`config.mk`:
```
export PLATFORM = sky130hd
export DESIGN_NAME = dev_reset_seq
export DESIGN_NICKNAME = d
export VERILOG_FILES = /design/src/rtl/rstseq_pkg.sv /design/src/rtl/rstseq_ms_timer.sv /design/src/rtl/rstseq_status_eval.sv /design/src/rtl/rstseq_ctrl.sv /design/src/rtl/dev_reset_seq.sv
export SDC_FILE = /design/constraint.sdc
export NUM_CORES = 1
export LEC_CHECK = 0
export ABC_AREA = 1
export BUFFER_PORTS_ARGS = -buffer_cell sky130_fd_sc_hd__buf_2
export CORE_MARGIN = 2
export CORE_UTILIZATION = 60
export CTS_CLUSTER_DIAMETER = 100
export DETAILED_ROUTE_END_ITERATION = 12
export GPL_TIMING_DRIVEN = 0
export PLACE_DENSITY = 0.84
export SLEW_MARGIN = 10
export SYNTH_ARGS = -nofsm -noshare
export SYNTH_HDL_FRONTEND = slang
export SYNTH_SLANG_ARGS = --single-unit
```
`constraint.sdc`:
```
create_clock -name clk -period 3.7 [get_ports clk]
set_clock_uncertainty 0.15 [all_clocks]
set_input_delay 0.37 -clock clk [delete_from_list [all_inputs] [get_ports clk]]
set_output_delay 0.37 -clock clk [all_outputs]
set_load 0.05 [all_outputs]
```
`src/rtl/rstseq_pkg.sv`:
```
package rstseq_pkg;

  typedef enum logic [3:0] {
    ST_IDLE   = 4'd0,
    ST_HOLD_A = 4'd1,
    ST_HOLD_B = 4'd2,
    ST_HOLD_C = 4'd3,
    ST_SETTLE = 4'd4,
    ST_SERIAL = 4'd5,
    ST_CHECK  = 4'd6,
    ST_DONE   = 4'd7,
    ST_FAIL   = 4'd8
  } seq_state_e;

  function automatic logic st_pin_low(input seq_state_e s);
    return (s == ST_HOLD_A) || (s == ST_HOLD_B) || (s == ST_HOLD_C);
  endfunction

  function automatic logic st_busy(input seq_state_e s);
    return !((s == ST_IDLE) || (s == ST_DONE) || (s == ST_FAIL));
  endfunction

  function automatic logic st_timed(input seq_state_e s);
    return st_pin_low(s) || (s == ST_SETTLE) || (s == ST_SERIAL);
  endfunction

  function automatic int unsigned umax(input int unsigned a, input int unsigned b);
    return (a > b) ? a : b;
  endfunction

endpackage

```
`src/rtl/rstseq_ms_timer.sv`:
```
module rstseq_ms_timer #(
  parameter int unsigned CYC_PER_MS = 50000,
  parameter int unsigned MS_W       = 5
) (
  input  logic            clk,
  input  logic            rst_n,
  input  logic            run_i,
  input  logic            restart_i,
  input  logic [MS_W-1:0] dur_ms_i,
  output logic            expire_o
);

  localparam int unsigned PRE_W = (CYC_PER_MS > 1) ? $clog2(CYC_PER_MS) : 1;
  localparam logic [PRE_W-1:0] PRE_LAST = PRE_W'(CYC_PER_MS - 1);

  logic [PRE_W-1:0] pre_q, pre_d;
  logic [MS_W-1:0]  ms_q, ms_d;
  logic             pre_wrap;
  logic             cnt_en;

  assign pre_wrap = (pre_q == PRE_LAST);
  assign cnt_en   = run_i | restart_i;

  // next-state: restart clears, otherwise prescaler wraps into ms counter
  always_comb begin
    pre_d = pre_q;
    ms_d  = ms_q;
    if (restart_i) begin
      pre_d = '0;
      ms_d  = '0;
    end else if (pre_wrap) begin
      pre_d = '0;
      ms_d  = ms_q + 1'b1;
    end else begin
      pre_d = pre_q + 1'b1;
    end
  end

  always_ff @(posedge clk or negedge rst_n) begin
    if (!rst_n) begin
      pre_q <= '0;
      ms_q  <= '0;
    end else if (cnt_en) begin
      pre_q <= pre_d;
      ms_q  <= ms_d;
    end
  end

  assign expire_o = run_i & pre_wrap & (ms_q == (dur_ms_i - 1'b1));

endmodule

```
`src/rtl/rstseq_status_eval.sv`:
```
module rstseq_status_eval #(
  parameter int unsigned           N_LOSS       = 4,
  parameter logic [N_LOSS-1:0]     MONITOR_MASK = '1
) (
  input  logic              tmr_expired_i,
  input  logic [N_LOSS-1:0] loss_i,
  input  logic              spll_expired_i,
  output logic              pass_o
);

  logic [N_LOSS-1:0] watched;

  // only flags selected by the mask can veto a pass
  for (genvar gi = 0; gi < N_LOSS; gi++) begin : g_watch
    if (MONITOR_MASK[gi]) begin : g_on
      assign watched[gi] = loss_i[gi];
    end else begin : g_off
      assign watched[gi] = 1'b0 & loss_i[gi];
    end
  end

  assign pass_o = tmr_expired_i & spll_expired_i & ~(|watched);

endmodule

```
`src/rtl/rstseq_ctrl.sv`:
```
module rstseq_ctrl
  import rstseq_pkg::*;
#(
  parameter int unsigned MAX_TRIES = 3,
  parameter int unsigned MS_W      = 5,
  parameter int unsigned HOLD_A_MS = 1,
  parameter int unsigned HOLD_B_MS = 1,
  parameter int unsigned HOLD_C_MS = 2,
  parameter int unsigned SETTLE_MS = 15,
  parameter int unsigned SERIAL_MS = 1
) (
  input  logic            clk,
  input  logic            rst_n,
  input  logic            start_i,
  input  logic            expire_i,
  input  logic            pass_i,
  output seq_state_e      state_d,
  output logic            run_o,
  output logic            restart_o,
  output logic [MS_W-1:0] dur_ms_o
);

  localparam int unsigned TRY_W = $clog2(MAX_TRIES + 1);
  localparam logic [TRY_W-1:0] TRY_LAST = TRY_W'(MAX_TRIES);

  seq_state_e       state_q;
  logic [TRY_W-1:0] tries_q, tries_d;
  logic             try_en;
  logic             launch;
  logic             retry;

  assign launch = start_i & ~st_busy(state_q);
  assign retry  = (state_q == ST_CHECK) & ~pass_i & (tries_q < TRY_LAST);

  // next-state process
  always_comb begin
    state_d = state_q;
    unique case (state_q)
      ST_IDLE, ST_DONE, ST_FAIL: if (start_i)  state_d = ST_HOLD_A;
      ST_HOLD_A:                 if (expire_i) state_d = ST_HOLD_B;
      ST_HOLD_B:                 if (expire_i) state_d = ST_HOLD_C;
      ST_HOLD_C:                 if (expire_i) state_d = ST_SETTLE;
      ST_SETTLE:                 if (expire_i) state_d = ST_SERIAL;
      ST_SERIAL:                 if (expire_i) state_d = ST_CHECK;
      ST_CHECK: begin
        if (pass_i)     state_d = ST_DONE;
        else if (retry) state_d = ST_HOLD_A;
        else            state_d = ST_FAIL;
      end
      default:                   state_d = ST_IDLE;
    endcase
  end

  // attempt counter next-state
  always_comb begin
    try_en  = 1'b0;
    tries_d = tries_q;
    if (launch) begin
      try_en  = 1'b1;
      tries_d = TRY_W'(1);
    end else if (retry) begin
      try_en  = 1'b1;
      tries_d = tries_q + 1'b1;
    end
  end

  always_ff @(posedge clk or negedge rst_n) begin
    if (!rst_n) begin
      state_q <= ST_IDLE;
    end else begin
      state_q <= state_d;
    end
  end

  always_ff @(posedge clk or negedge rst_n) begin
    if (!rst_n) begin
      tries_q <= '0;
    end else if (try_en) begin
      tries_q <= tries_d;
    end
  end

  // phase duration select
  always_comb begin
    dur_ms_o = MS_W'(1);
    unique case (state_q)
      ST_HOLD_A: dur_ms_o = MS_W'(HOLD_A_MS);
      ST_HOLD_B: dur_ms_o = MS_W'(HOLD_B_MS);
      ST_HOLD_C: dur_ms_o = MS_W'(HOLD_C_MS);
      ST_SETTLE: dur_ms_o = MS_W'(SETTLE_MS);
      ST_SERIAL: dur_ms_o = MS_W'(SERIAL_MS);
      default:   dur_ms_o = MS_W'(1);
    endcase
  end

  assign run_o     = st_timed(state_q);
  assign restart_o = (state_d != state_q);

endmodule

```
`src/rtl/dev_reset_seq.sv`:
```
module dev_reset_seq
  import rstseq_pkg::*;
#(
  parameter int unsigned       CYC_PER_MS   = 50000,
  parameter int unsigned       N_LOSS       = 4,
  parameter logic [N_LOSS-1:0] MONITOR_MASK = '1,
  parameter int unsigned       MAX_TRIES    = 3,
  parameter int unsigned       HOLD_A_MS    = 1,
  parameter int unsigned       HOLD_B_MS    = 1,
  parameter int unsigned       HOLD_C_MS    = 2,
  parameter int unsigned       SETTLE_MS    = 15,
  parameter int unsigned       SERIAL_MS    = 1
) (
  input  logic              clk,
  input  logic              rst_n,
  input  logic              start_i,
  input  logic              tmr_expired_i,
  input  logic [N_LOSS-1:0] loss_i,
  input  logic              spll_expired_i,
  output logic              dev_rst_n_o,
  output logic              busy_o,
  output logic              done_o,
  output logic              fail_o
);

  localparam int unsigned MAX_MS = umax(umax(umax(HOLD_A_MS, HOLD_B_MS), umax(HOLD_C_MS, SETTLE_MS)), SERIAL_MS);
  localparam int unsigned MS_W   = $clog2(MAX_MS + 1);

  seq_state_e      state_d;
  logic            run;
  logic            restart;
  logic            expire;
  logic            pass;
  logic [MS_W-1:0] dur_ms;

  rstseq_ctrl #(
    .MAX_TRIES (MAX_TRIES),
    .MS_W      (MS_W),
    .HOLD_A_MS (HOLD_A_MS),
    .HOLD_B_MS (HOLD_B_MS),
    .HOLD_C_MS (HOLD_C_MS),
    .SETTLE_MS (SETTLE_MS),
    .SERIAL_MS (SERIAL_MS)
  ) u_ctrl (
    .clk       (clk),
    .rst_n     (rst_n),
    .start_i   (start_i),
    .expire_i  (expire),
    .pass_i    (pass),
    .state_d   (state_d),
    .run_o     (run),
    .restart_o (restart),
    .dur_ms_o  (dur_ms)
  );

  rstseq_ms_timer #(
    .CYC_PER_MS (CYC_PER_MS),
    .MS_W       (MS_W)
  ) u_timer (
    .clk       (clk),
    .rst_n     (rst_n),
    .run_i     (run),
    .restart_i (restart),
    .dur_ms_i  (dur_ms),
    .expire_o  (expire)
  );

  rstseq_status_eval #(
    .N_LOSS       (N_LOSS),
    .MONITOR_MASK (MONITOR_MASK)
  ) u_eval (
    .tmr_expired_i  (tmr_expired_i),
    .loss_i         (loss_i),
    .spll_expired_i (spll_expired_i),
    .pass_o         (pass)
  );

  // outputs registered from the next state so the pin never glitches
  always_ff @(posedge clk or negedge rst_n) begin
    if (!rst_n) begin
      dev_rst_n_o <= 1'b1;
      busy_o      <= 1'b0;
      done_o      <= 1'b0;
      fail_o      <= 1'b0;
    end else begin
      dev_rst_n_o <= ~st_pin_low(state_d);
      busy_o      <= st_busy(state_d);
      done_o      <= (state_d == ST_DONE);
      fail_o      <= (state_d == ST_FAIL);
    end
  end

endmodule

```
==> run metrics, run 1 <==
footprint of the multi-input gates=about 0.0011 mm²; reg-to-reg slack, setup=roughly 1300 ps; Syn Inst Count=277; CTS tree=yes; Die Span Y=just over 60 µm; Initial Util=0.618; Max Freq=roughly 420 MHz; DR pass1 iterations=4; Critical Path Source Type=flip-flop; drt total wl=between 4 and 5 mm; fillers=~290; relative slew slack=0.396; leading area contributor after synthesis=dfrtp_1; worst vdd ir=269 µV; worst-skew pair later-pin latency=between 300 and 400 ps; Reg clk slew, reported paths=around 90 ps; max-slew violations=0; commonest cells in the netlist=62 x nand2_1, 39 x nor2_1, 34 x nand4_1; IO buf count=12; initial antenna violation count=0; 1st-iter DRT viols=between 150 and 200; pin count of the biggest net entering global routing=31; Max clock buf depth=2; Std-Cell Core Area=0.00331 mm²; Slew @ Worst Pin=about 900 ps; max-capacitance violation count=0; CP Depth=11; Area growth syn-to-layout=9.36%; worst r2r dst=u_timer.pre_q[2]; Final period util=0.647; hold crit path type=in2reg; Synthesized Nets=a little under 300; Slowest-stage cell, CP=dfrtp_1; Arrival @ worst endpoint=~2500 ps; crit path kind=reg2reg; Final Cell Area=approximately 0.0022 mm²; hold_sp=start_i; fraction of the yosys area taken by sequential cells=0.368; Most used DFF post-synth=dfrtp_1; Buf/Inv on CP=1; DRT antenna net count=0; Crit. End Element=flip-flop; CTS Buf Count=5; DRC Markers=0; endpoints failing hold=0; H-Tree Depth=2; Syn Area/Cell=around 7.4 µm²; Top Metal Used=met4; Final nets=approximately 300; die area=about 0.0039 mm²; DR WL met2=~1.8 mm; Die W=between 60 and 70 µm; number of enable flip-flop cells after synthesis=0; Routed WL per cell=~12 µm; DP Area=0.00216 mm²; Synth Cell Area=about 0.0020 mm²; number of synthesized register bits=30; status=completed; vias per cell=around 5.4; Max FO, Critical Path=10; RSZ-0062 raised after global routing=no; vias in the first global route=about 1,700; first-pass GRT wire length=approximately 7.5 mm; ratio of cells with drive above 1 in the final layout=0.164; worst r2r src=u_timer.pre_q[0]; Synth async-reset ratio=1.00; R2R depth=11; Synth cell types=33; top-area cell type share of the netlist area=0.355; Leak=around 1.2 nW; Synth area leaders=dfrtp_1 35%, nand2_1 11%, nand4_1 10%; number of antenna diodes=0; Metal-1 WL=between 2 and 2.5 mm; met3 WL=~200 µm; Critical Path RT=roughly 3800 ps; CP peak stage delay=between 300 and 400 ps; hpwl dp=3.06 mm; Hold Path Depth=2; fin crit period=between 2000 and 2500 ps; global-route usage over all layers=0.238; Pwr Density=531 mW/mm²; IO Count=13; CP Cell Sequence=ha_1 -> nand3_1 -> nor2_1 -> nand3_4 -> nor2_4 -> nand2_1 -> a21oi_1 -> nor2_1 -> buf_2 -> nand4_1 -> nand2_1; RD Place Congestion=approximately 0.96; Rows=21; root buffer cell=clkbuf_4; vias after detailed routing=between 1,500 and 2,000; count leader, synth=nand2_1; Congestion Overflow GR=0; clk sinks=30; worst hold endpoint=fail_o; YS warnings=0; FF+latch area=around 750 µm²; # Post-CTS Setup Buffers=0; CP delay by family, top=simple AND/OR/NAND/NOR gates; final setup fails=0; setup TNS=0 ps
[final cells by class]
type | instances | area share
Clock buffer | 6 | 0.0229
Sequential cell | 30 | 0.336
Inverter | 34 | 0.0571
Tap cell | 46 | 0.0257
Multi-Input combinational cell | 205 | 0.496
Buffer | 8 | 0.0252
Clock inverter | 2 | 0.00560
Timing Repair Buffer | 13 | 0.0313
[kinds of logic (layout without fill, tap and decap cells)]
family / count (synthesis) / count (layout) / share of synthesized area
AND/OR/NAND/NOR: 173 / 173 / 0.413
buffers and inverters: 42 / 63 / 0.0900
flip-flops: 30 / 30 / 0.368
XOR/XNOR: 17 / 17 / 0.0728
AO/OA/AOI/OAI: 12 / 12 / 0.0379
adder cells (fa/ha/maj): 3 / 3 / 0.0184
[cells in the final DEF, fill, tap and decap left out]
cell type       n
nand2_1        62
nor2_1         39
nand4_1        34
inv_1          29
dfrtp_1        29
nand3_1        16
buf_2          15
xor2_1         15
inv_2           5
nand2_2         5
clkbuf_4        5
nor3_1          4
nor2_2          3
buf_6           3
a21oi_1         3
ha_1            3
o21ai_1         2
nand3_2         2
nand2_4         2
nor2_4          2
o31ai_1         2
xnor2_1         2
o211ai_1        1
nand3_4         1
a31oi_1         1
o21bai_2        1
a211oi_1        1
o21ai_0         1
clkbuf_1        1
buf_1           1
nor4_1          1
nor3b_1         1
or2_2           1
clkbuf_8        1
clkinv_2        1
clkinvlp_4      1
dfstp_2         1
dlygate4sd3_1   1
[power breakdown]
part           total [mW]  switching, mW  internal, mW
combinational       0.554          0.384         0.171
sequential          0.425         0.0485         0.377
clock               0.209          0.118        0.0912
[registers in the layout, indices dropped and copies added, names as in the netlist]
register and cells:
u_ctrl.state_q 4, fail_o 1, busy_o 1, done_o 1
u_ctrl.tries_q 2, dev_rst_n_o 1, u_timer.ms_q 4, u_timer.pre_q 16
[how the worst max path moves through the flow]
| stage | start | to |
|---|---|---|
| after detailed placement | u_timer.pre_q[0] | u_timer.pre_q[7] |
| after global placement | u_timer.pre_q[0] | u_timer.pre_q[2] |
| after CTS | u_timer.pre_q[0] | u_timer.pre_q[7] |
| after global routing | u_timer.pre_q[0] | u_timer.pre_q[12] |
| final | u_timer.pre_q[0] | u_timer.pre_q[2] |
| after floorplan | u_timer.pre_q[0] | u_timer.pre_q[10] |
[what timing repair did]
item | 4_1_cts | 5_1_grt
hold buffers | 1 | 0
setup endpoints to repair | 0 | 0
hold endpoints to repair | 29 | 0
resized for setup | 0 | 0
[metal layers]
layer	GRT usage	up-vias
met5	0	-
met4	0.0917	0
met3	0.0541	8
met2	0.360	38
met1	0.336	869
li1	-	957
[metrics by stage]
step           setup WS, ps  hold WS [ps]  instances   util  total power [mW]
2_1_floorplan          1610         -75.6        277      -             0.847
3_3_place_gp           1360           283        335  0.653             0.968
3_5_place_dp           1340           294        335  0.653             0.981
4_1_cts                1330           105        344  0.675              1.19
5_1_grt                1110           101        344  0.675              1.28
6_report               1310           114        344  0.675              1.19
(Power assumes the default switching activity.)
==> run 2, diff against run 1 <==
clock period = 2.3 ns   (was 3.7 ns; I/O delays follow)
==> run 2 against run 1 <==
Against the previous run: register-to-register slack got worse by 1200 ps; cell area increased by 4.8%; utilization up 3.3 points; sequential share of layout area is 1.2 points lower; hold slack better by 110 ps; combinational power grew 80%; highest routed layer unchanged.
==> run metrics, run 2 (synthesis results as in run 1) <==
initial antenna violation count=0 (unchanged); Critical Path Source Type=flip-flop (unchanged); clk sinks=30 (unchanged); 1st-iter DRT viols=179 (was 164); Area growth syn-to-layout=14.6% (was 9.36%); hold crit path type=in2reg (unchanged); endpoints failing hold=0 (unchanged); Pwr Density=863 mW/mm² (was 531 mW/mm²); Crit. End Element=flip-flop (unchanged); Leak=1.19 nW (was 1.16 nW); max FFs per register=16 (unchanged); most frequent cells in the layout=62 x nand2_1, 36 x nor2_1, 34 x nand4_1 (was 62 x nand2_1, 39 x nor2_1, 34 x nand4_1); Arrival @ worst endpoint=2280 ps (was 2470 ps); CP peak stage delay=460 ps (was 390 ps); Std-Cell Core Area=0.00331 mm² (unchanged); worst vdd ir=538 µV (was 269 µV); H-Tree Depth=2 (unchanged); DRT antenna net count=0 (unchanged); Routed WL per cell=12.6 µm (was 12.0 µm); drt total wl=4.42 mm (was 4.14 mm); CTS Buf Count=5 (unchanged); Critical Path RT=2380 ps (was 3780 ps); fin crit period=2200 ps (was 2390 ps); status=completed (unchanged); Most flops, register=u_timer.pre_q (unchanged); Die Span Y=62.4 µm (unchanged); die area=0.00389 mm² (unchanged); max-capacitance violation count=0 (unchanged); RD Place Congestion=0.957 (unchanged); Die W=62.4 µm (unchanged); worst slack, placed=-55.5 ps (was 1340 ps); DRC Markers=0 (unchanged); vias after detailed routing=1,927 (was 1,872); Congestion Overflow GR=0 (unchanged); Slew @ Worst Pin=651 ps (was 899 ps); CTS tree=yes (unchanged); first-pass GRT wire length=7.51 mm (was 7.47 mm); Initial Util=0.618 (unchanged); Slowest-stage cell, CP=dfrtp_2 (was dfrtp_1); most used cell along the critical path=nand2_1; pin count of the biggest net entering global routing=31 (unchanged); Reg clk slew, reported paths=100 ps (was 90 ps); hpwl dp=3.06 mm (unchanged); vias in the first global route=1,734 (was 1,716); root buffer cell=clkbuf_4 (unchanged); dpl cells=335 (unchanged); final worst slack=100 ps (was 1310 ps); CP Cell Sequence=inv_4 -> nand2_1 -> nor2_2 -> nand2_1 -> nand2_1 -> nand2_1 -> nor2_4 -> nand2_1 -> a21oi_1 -> nor2_2 -> buf_4 -> nand4_1 -> nand2_1 (was ha_1 -> nand3_1 -> nor2_1 -> nand3_4 -> nor2_4 -> nand2_1 -> a21oi_1 -> nor2_1 -> buf_2 -> nand4_1 -> nand2_1); Max clock buf depth=2 (unchanged); vias per cell=5.49 (was 5.44); worst-skew pair later-pin latency=340 ps (about the same); Final period util=0.956 (was 0.647); global-route usage over all layers=0.240 (was 0.238); ratio of cells with drive above 1 in the final layout=0.220 (was 0.164); Pwr Total=2.02 mW (was 1.19 mW); commonest non-fill, non-tap cell in the layout=nand2_1 (unchanged); Rows=21 (unchanged); Final Non-Filler Cells=351 (was 344); DR pass1 iterations=4 (unchanged); number of antenna diodes=0 (unchanged); Max Freq=455 MHz (was 418 MHz); Max FO, Critical Path=10 (unchanged); final setup fails=0 (unchanged); crit path kind=reg2reg (unchanged); IO Count=13 (unchanged); Final nets=316 (was 309); IO buf count=12 (unchanged); largest registers=u_timer.pre_q x16, u_ctrl.state_q x4, u_timer.ms_q x4 (unchanged); relative slew slack=0.566 (was 0.396); max-slew violations=0 (unchanged)
run 2: cell count changes in the layout (fill, tap and decap cells not counted), moves of 3 or more:
| cell | delta |
|---|---|
| dfrtp_2 | +6 |
| buf_4 | +9 |
| nor2_1 | -3 |
| dfrtp_1 | -6 |
| nor2_4 | +3 |
| buf_2 | -3 |
run 2: where the power goes:
part | switching [mW] | internal, mW | leakage, nW
Clock | 0.191 | 0.147 | 0.0343
Combinational | 0.651 | 0.347 | 0.768
Sequential | 0.0780 | 0.609 | 0.387
Total | 0.920 | 1.10 | 1.19
run 2: cell type report:
cell class | instances | area, µm²
multi-input cells | 205 | 1140
fillers | 264 | 967
flip-flops and latches | 30 | 759
inverters | 34 | 130
repair buffers | 20 | 125
plain buffers | 8 | 63.8
well taps | 46 | 57.6
clock buffers | 6 | 51.3
clock inverters | 2 | 12.5
run 2: layer usage:
metal	wire (µm)	vias to the layer above	track usage
met5	0	-	0
met4	65	0	0.0944
met3	317	7	0.0595
met2	1990	56	0.365
met1	2050	891	0.331
li1	-	973	-
run 2: worst paths after layout:
check / depth (start not counted) / to / slack, ps / from
worst max-delay path: 13 / u_timer.pre_q[2] / 100 / u_ctrl.state_q[3]
min in group asynchronous: 2 / u_timer.ms_q[2] / 300 / rst_n
worst max register to register: 13 / u_timer.pre_q[2] / 100 / u_ctrl.state_q[3]
worst min register to register: 2 / u_ctrl.tries_q[1] / 370 / u_ctrl.tries_q[1]
max in group asynchronous: 2 / u_ctrl.state_q[3] / 1240 / rst_n
worst min-delay path: 6 / u_ctrl.tries_q[1] / 230 / spll_expired_i
run 2: what timing repair did:
action / in CTS / in global routing
endpoints found under the setup margin: 15 / 18
pin swaps: 1 / 2
hold endpoints to repair: 31 / 0
resized for setup: 2 / 20
buffers inserted: 0 / 6
hold buffers: 2 / 0
run 2: worst max-delay path: cells and delay by family (launching register included):
kind | cells | cell delay (ps)
simple gates | 10 | 1020
flops | 1 | 460
buf+inv | 2 | 280
compound gates | 1 | 170
run 2: per-stage QoR:
step	area [µm²]	setup TNS, ps	utilization	hold WS [ps]
finish	2340	0	0.708	228
global route	2340	-235	0.708	323
CTS	2250	0	0.681	230
detailed placement	2160	-708	0.653	154
global placement	2160	-502	0.653	143
floorplan	2040	0	-	-216
==> run 3, diff against run 2 <==
ABC_AREA = not set   (was 1)
CELL_PAD_IN_SITES_DETAIL_PLACEMENT = 1   (was not set)
CELL_PAD_IN_SITES_GLOBAL_PLACEMENT = 1   (was not set)
CORE_UTILIZATION = 46   (was 60)
PLACE_DENSITY = 0.83   (was 0.84)
==> run 3 against run 2 <==
Against the previous run: the run now ends with negative setup slack left; final cell count decreased by 16%; die area increased by 20%; first-iteration DRC count increased by 7.8%; flip-flop and latch count unchanged; clock power increased by 58%; via count decreased by 2.1%; hold slack got worse by 25 ps; synthesized area decreased by 7.2%; wire length increased by 54%.
==> run metrics, run 3 <==
fin crit period=2870 ps (was 2200 ps); Die W=68.2 µm (was 62.4 µm); RD Place Congestion=0.828 (was 0.957); global-route usage over all layers=0.283 (was 0.240); Most flops, register=u_timer.pre_q (unchanged); met1 global-route usage=0.361 (was 0.331); ratio of cells with drive above 1 in the final layout=0.286 (was 0.220); mux share of post-synthesis cell area=0.0639 (was 0); crit path kind=reg2reg (unchanged); vias after detailed routing=1,887 (was 1,927); leading area contributor after synthesis=dfrtp_1 (unchanged); Synth Cell Area=0.00190 mm² (was 0.00204 mm²); Slowest-stage cell, CP=or4bb_1 (was dfrtp_2); Max FO, Critical Path=5 (was 10); Synthesized Nets=219 (was 289); DP Area=0.00204 mm² (was 0.00216 mm²); Syn Area/Cell=9.17 µm² (was 7.38 µm²); DRC Markers=0 (unchanged); most frequent cells in the layout=29 x dfrtp_1, 18 x nand3_1, 18 x nor2_1 (was 62 x nand2_1, 36 x nor2_1, 34 x nand4_1); GR peak layer=met2 (unchanged); top-area cell type share of the netlist area=0.382 (was 0.355); worst-skew pair later-pin latency=290 ps (was 340 ps); GR Util met2=0.487 (was 0.365); max-slew violations=0 (unchanged); Compound-Gate Fraction of Synth Area=0.140 (was 0.0379); Leak=1.01 nW (was 1.19 nW); Most used DFF post-synth=dfrtp_1 (unchanged); failing checks=negative setup slack; Final Non-Filler Cells=295 (was 351); IO Count=13 (unchanged); Pwr Density=625 mW/mm² (was 863 mW/mm²); commonest cells in the netlist=29 x dfrtp_1, 23 x nor2_1, 18 x nand3_1 (was 62 x nand2_1, 39 x nor2_1, 34 x nand4_1); largest registers=u_timer.pre_q x16, u_ctrl.state_q x4, u_timer.ms_q x4 (unchanged); hold crit path type=in2reg (unchanged); Slew @ Worst Pin=810 ps (was 651 ps); 1st-iter DRT viols=193 (was 179); Max clock buf depth=2 (unchanged); max-capacitance violation count=0 (unchanged); DR pass1 iterations=4 (unchanged); root buffer cell=clkbuf_8 (was clkbuf_4); hpwl dp=3.52 mm (was 3.06 mm); CP Cell Sequence=or4bb_1 -> or4_4 -> and3b_2 -> o21ai_4 -> buf_4 -> buf_6 -> a211oi_4 -> mux2i_1 (was inv_4 -> nand2_1 -> nor2_2 -> nand2_1 -> nand2_1 -> nand2_1 -> nor2_4 -> nand2_1 -> a21oi_1 -> nor2_2 -> buf_4 -> nand4_1 -> nand2_1); endpoints failing hold=0 (unchanged); dpl cells=269 (was 335); Initial Util=0.478 (was 0.618); Congestion Overflow GR=0 (unchanged); status=complete, but fails checks (was completed); Synth Area in Adders=0.0198 (was 0.0184); number of antenna diodes=0 (unchanged); Std-Cell Core Area=0.00397 mm² (was 0.00331 mm²); YS warnings=0 (unchanged); met3 usage=0.0378 (was 0.0595); FF+latch area=752 µm² (was 759 µm²); number of synthesized register bits=30 (unchanged); Critical Path RT=2350 ps (was 2380 ps); Synth Area in XOR/XNOR=0.0508 (was 0.0728); fraction of the yosys area taken by sequential cells=0.396 (was 0.368); final setup fails=26 (was 0); initial antenna violation count=0 (unchanged); Area growth syn-to-layout=29.8% (was 14.6%); Max Freq=348 MHz (was 455 MHz); Critical Path Source Type=flip-flop (unchanged); CTS tree=yes (unchanged); count leader, synth=dfrtp_1 (was nand2_1); number of enable flip-flop cells after synthesis=0 (unchanged); setup TNS=-10,700 ps (was 0 ps); DRT antenna net count=0 (unchanged); Synth area leaders=dfrtp_1 38%, mux2i_1 5.8%, nand3_1 4.7% (was dfrtp_1 35%, nand2_1 11%, nand4_1 10%); RSZ-0062 raised after global routing=yes; Rows=23 (was 21); Synth async-reset ratio=1.00 (unchanged); Synth Area in Simple Gates=0.297 (was 0.413); Crit. End Element=flip-flop (unchanged); IO buf count=12 (unchanged); die area=0.00466 mm² (was 0.00389 mm²); fillers=454 (was 264); worst vdd ir=470 µV (was 538 µV); H-Tree Depth=2 (unchanged); Reg clk slew, reported paths=70 ps (was 100 ps); largest family of logic cells by synthesized area=simple AND/OR/NAND/NOR gates (unchanged); pin count of the biggest net entering global routing=31 (unchanged); CP peak stage delay=550 ps (was 460 ps); commonest non-fill, non-tap cell in the layout=dfrtp_1 (was nand2_1); Final nets=256 (was 316); vias in the first global route=1,946 (was 1,734); CTS Buf Count=5 (unchanged); Syn Inst Count=207 (was 277); Die Span Y=68.2 µm (was 62.4 µm); Routed WL per cell=23.0 µm (was 12.6 µm); Synth cell types=52 (was 33); relative slew slack=0.460 (was 0.566); drt total wl=6.80 mm (was 4.42 mm); Arrival @ worst endpoint=2920 ps (was 2280 ps); final worst slack=-571 ps (was 100 ps); vias per cell=6.40 (was 5.49); footprint of the multi-input gates=0.00123 mm² (was 0.00114 mm²); first-pass GRT wire length=9.68 mm (was 7.51 mm); max FFs per register=16 (unchanged); Final Cell Area=0.00246 mm² (was 0.00234 mm²); Final period util=1.25 (was 0.956); clk sinks=30 (unchanged)
[run 3: cell count changes after synthesis, sizes merged, moves of 4 or more]
| cell | change |
|---|---|
| clkbuf | +8 |
| nor2 | -20 |
| nand4 | -31 |
| and3 | +4 |
| a211oi | +7 |
| nand3b | +9 |
| mux2i | +11 |
| xor2 | -9 |
| nand2 | -53 |
| buf | -5 |
| inv | -31 |
| nand2b | +4 |
[run 3: critical path: cells and delay by family (launching register included)]
family	cells	cell delay, ps
buf+inv	2	300
compound gates	2	300
mux	1	270
simple gates	3	1380
flops	1	380
[run 3: cell type report]
type	count	share of cell area
clock inverter	1	0.0122
multi-input combinational	163	0.499
tap	50	0.0254
inverter	3	0.00457
sequential	30	0.305
timing repair buffer	31	0.0975
buffer	10	0.0254
clock buffer	7	0.0310
[run 3: stage by stage]
step           power (mW)  hold WS (ps)  setup slack, ps  utilization
6_report             1.54           202             -571        0.620
4_1_cts              1.45           201             -459        0.576
5_1_grt              1.60           217             -625        0.620
2_1_floorplan       0.821          -216             -272            -
3_3_place_gp        0.876           150             -636        0.513
3_5_place_dp        0.898           161             -832        0.513
[run 3: final timing paths]
check	from	to	slack, ps	cells after the start
worst min-delay path	start_i	u_ctrl.tries_q[1]	200	3
worst max register to register	u_timer.pre_q[13]	u_timer.pre_q[5]	-570	8
worst min register to register	u_ctrl.tries_q[0]	u_ctrl.tries_q[0]	400	2
max in group asynchronous	rst_n	fail_o	1170	2
worst max-delay path	u_timer.pre_q[13]	u_timer.pre_q[5]	-570	8
min in group asynchronous	rst_n	done_o	360	2
[run 3: logic make-up after synthesis]
kind of cell / Yosys count
adders and majority gates: 3
xor gates and xnor gates: 11
AOI/OAI and AO/OA: 35
and+or+nand+nor: 102
muxes: 12
DFF: 30
buffers and inverters: 14
[run 3: power breakdown]
part           internal (mW)  switching [mW]  total (mW)
clock                  0.324           0.209       0.533
combinational          0.126           0.188       0.313
sequential             0.599          0.0946       0.693
total                   1.05           0.491        1.54
[run 3: what timing repair did]
| item | 4_1_cts | 5_1_grt |
|---|---|---|
| cloned | 1 | 0 |
| buffers inserted | 9 | 8 |
| hold endpoints to repair | 29 | 0 |
| hold buffers | 1 | 0 |
| pin swaps | 4 | 7 |
| setup endpoints to repair | 26 | 26 |
| gates resized for setup | 13 | 31 |
[run 3: routing by layer]
layer	wire length (µm)	vias up
met5	0	-
met4	267	0
met3	280	27
met2	3490	77
met1	2770	954
li1	-	829
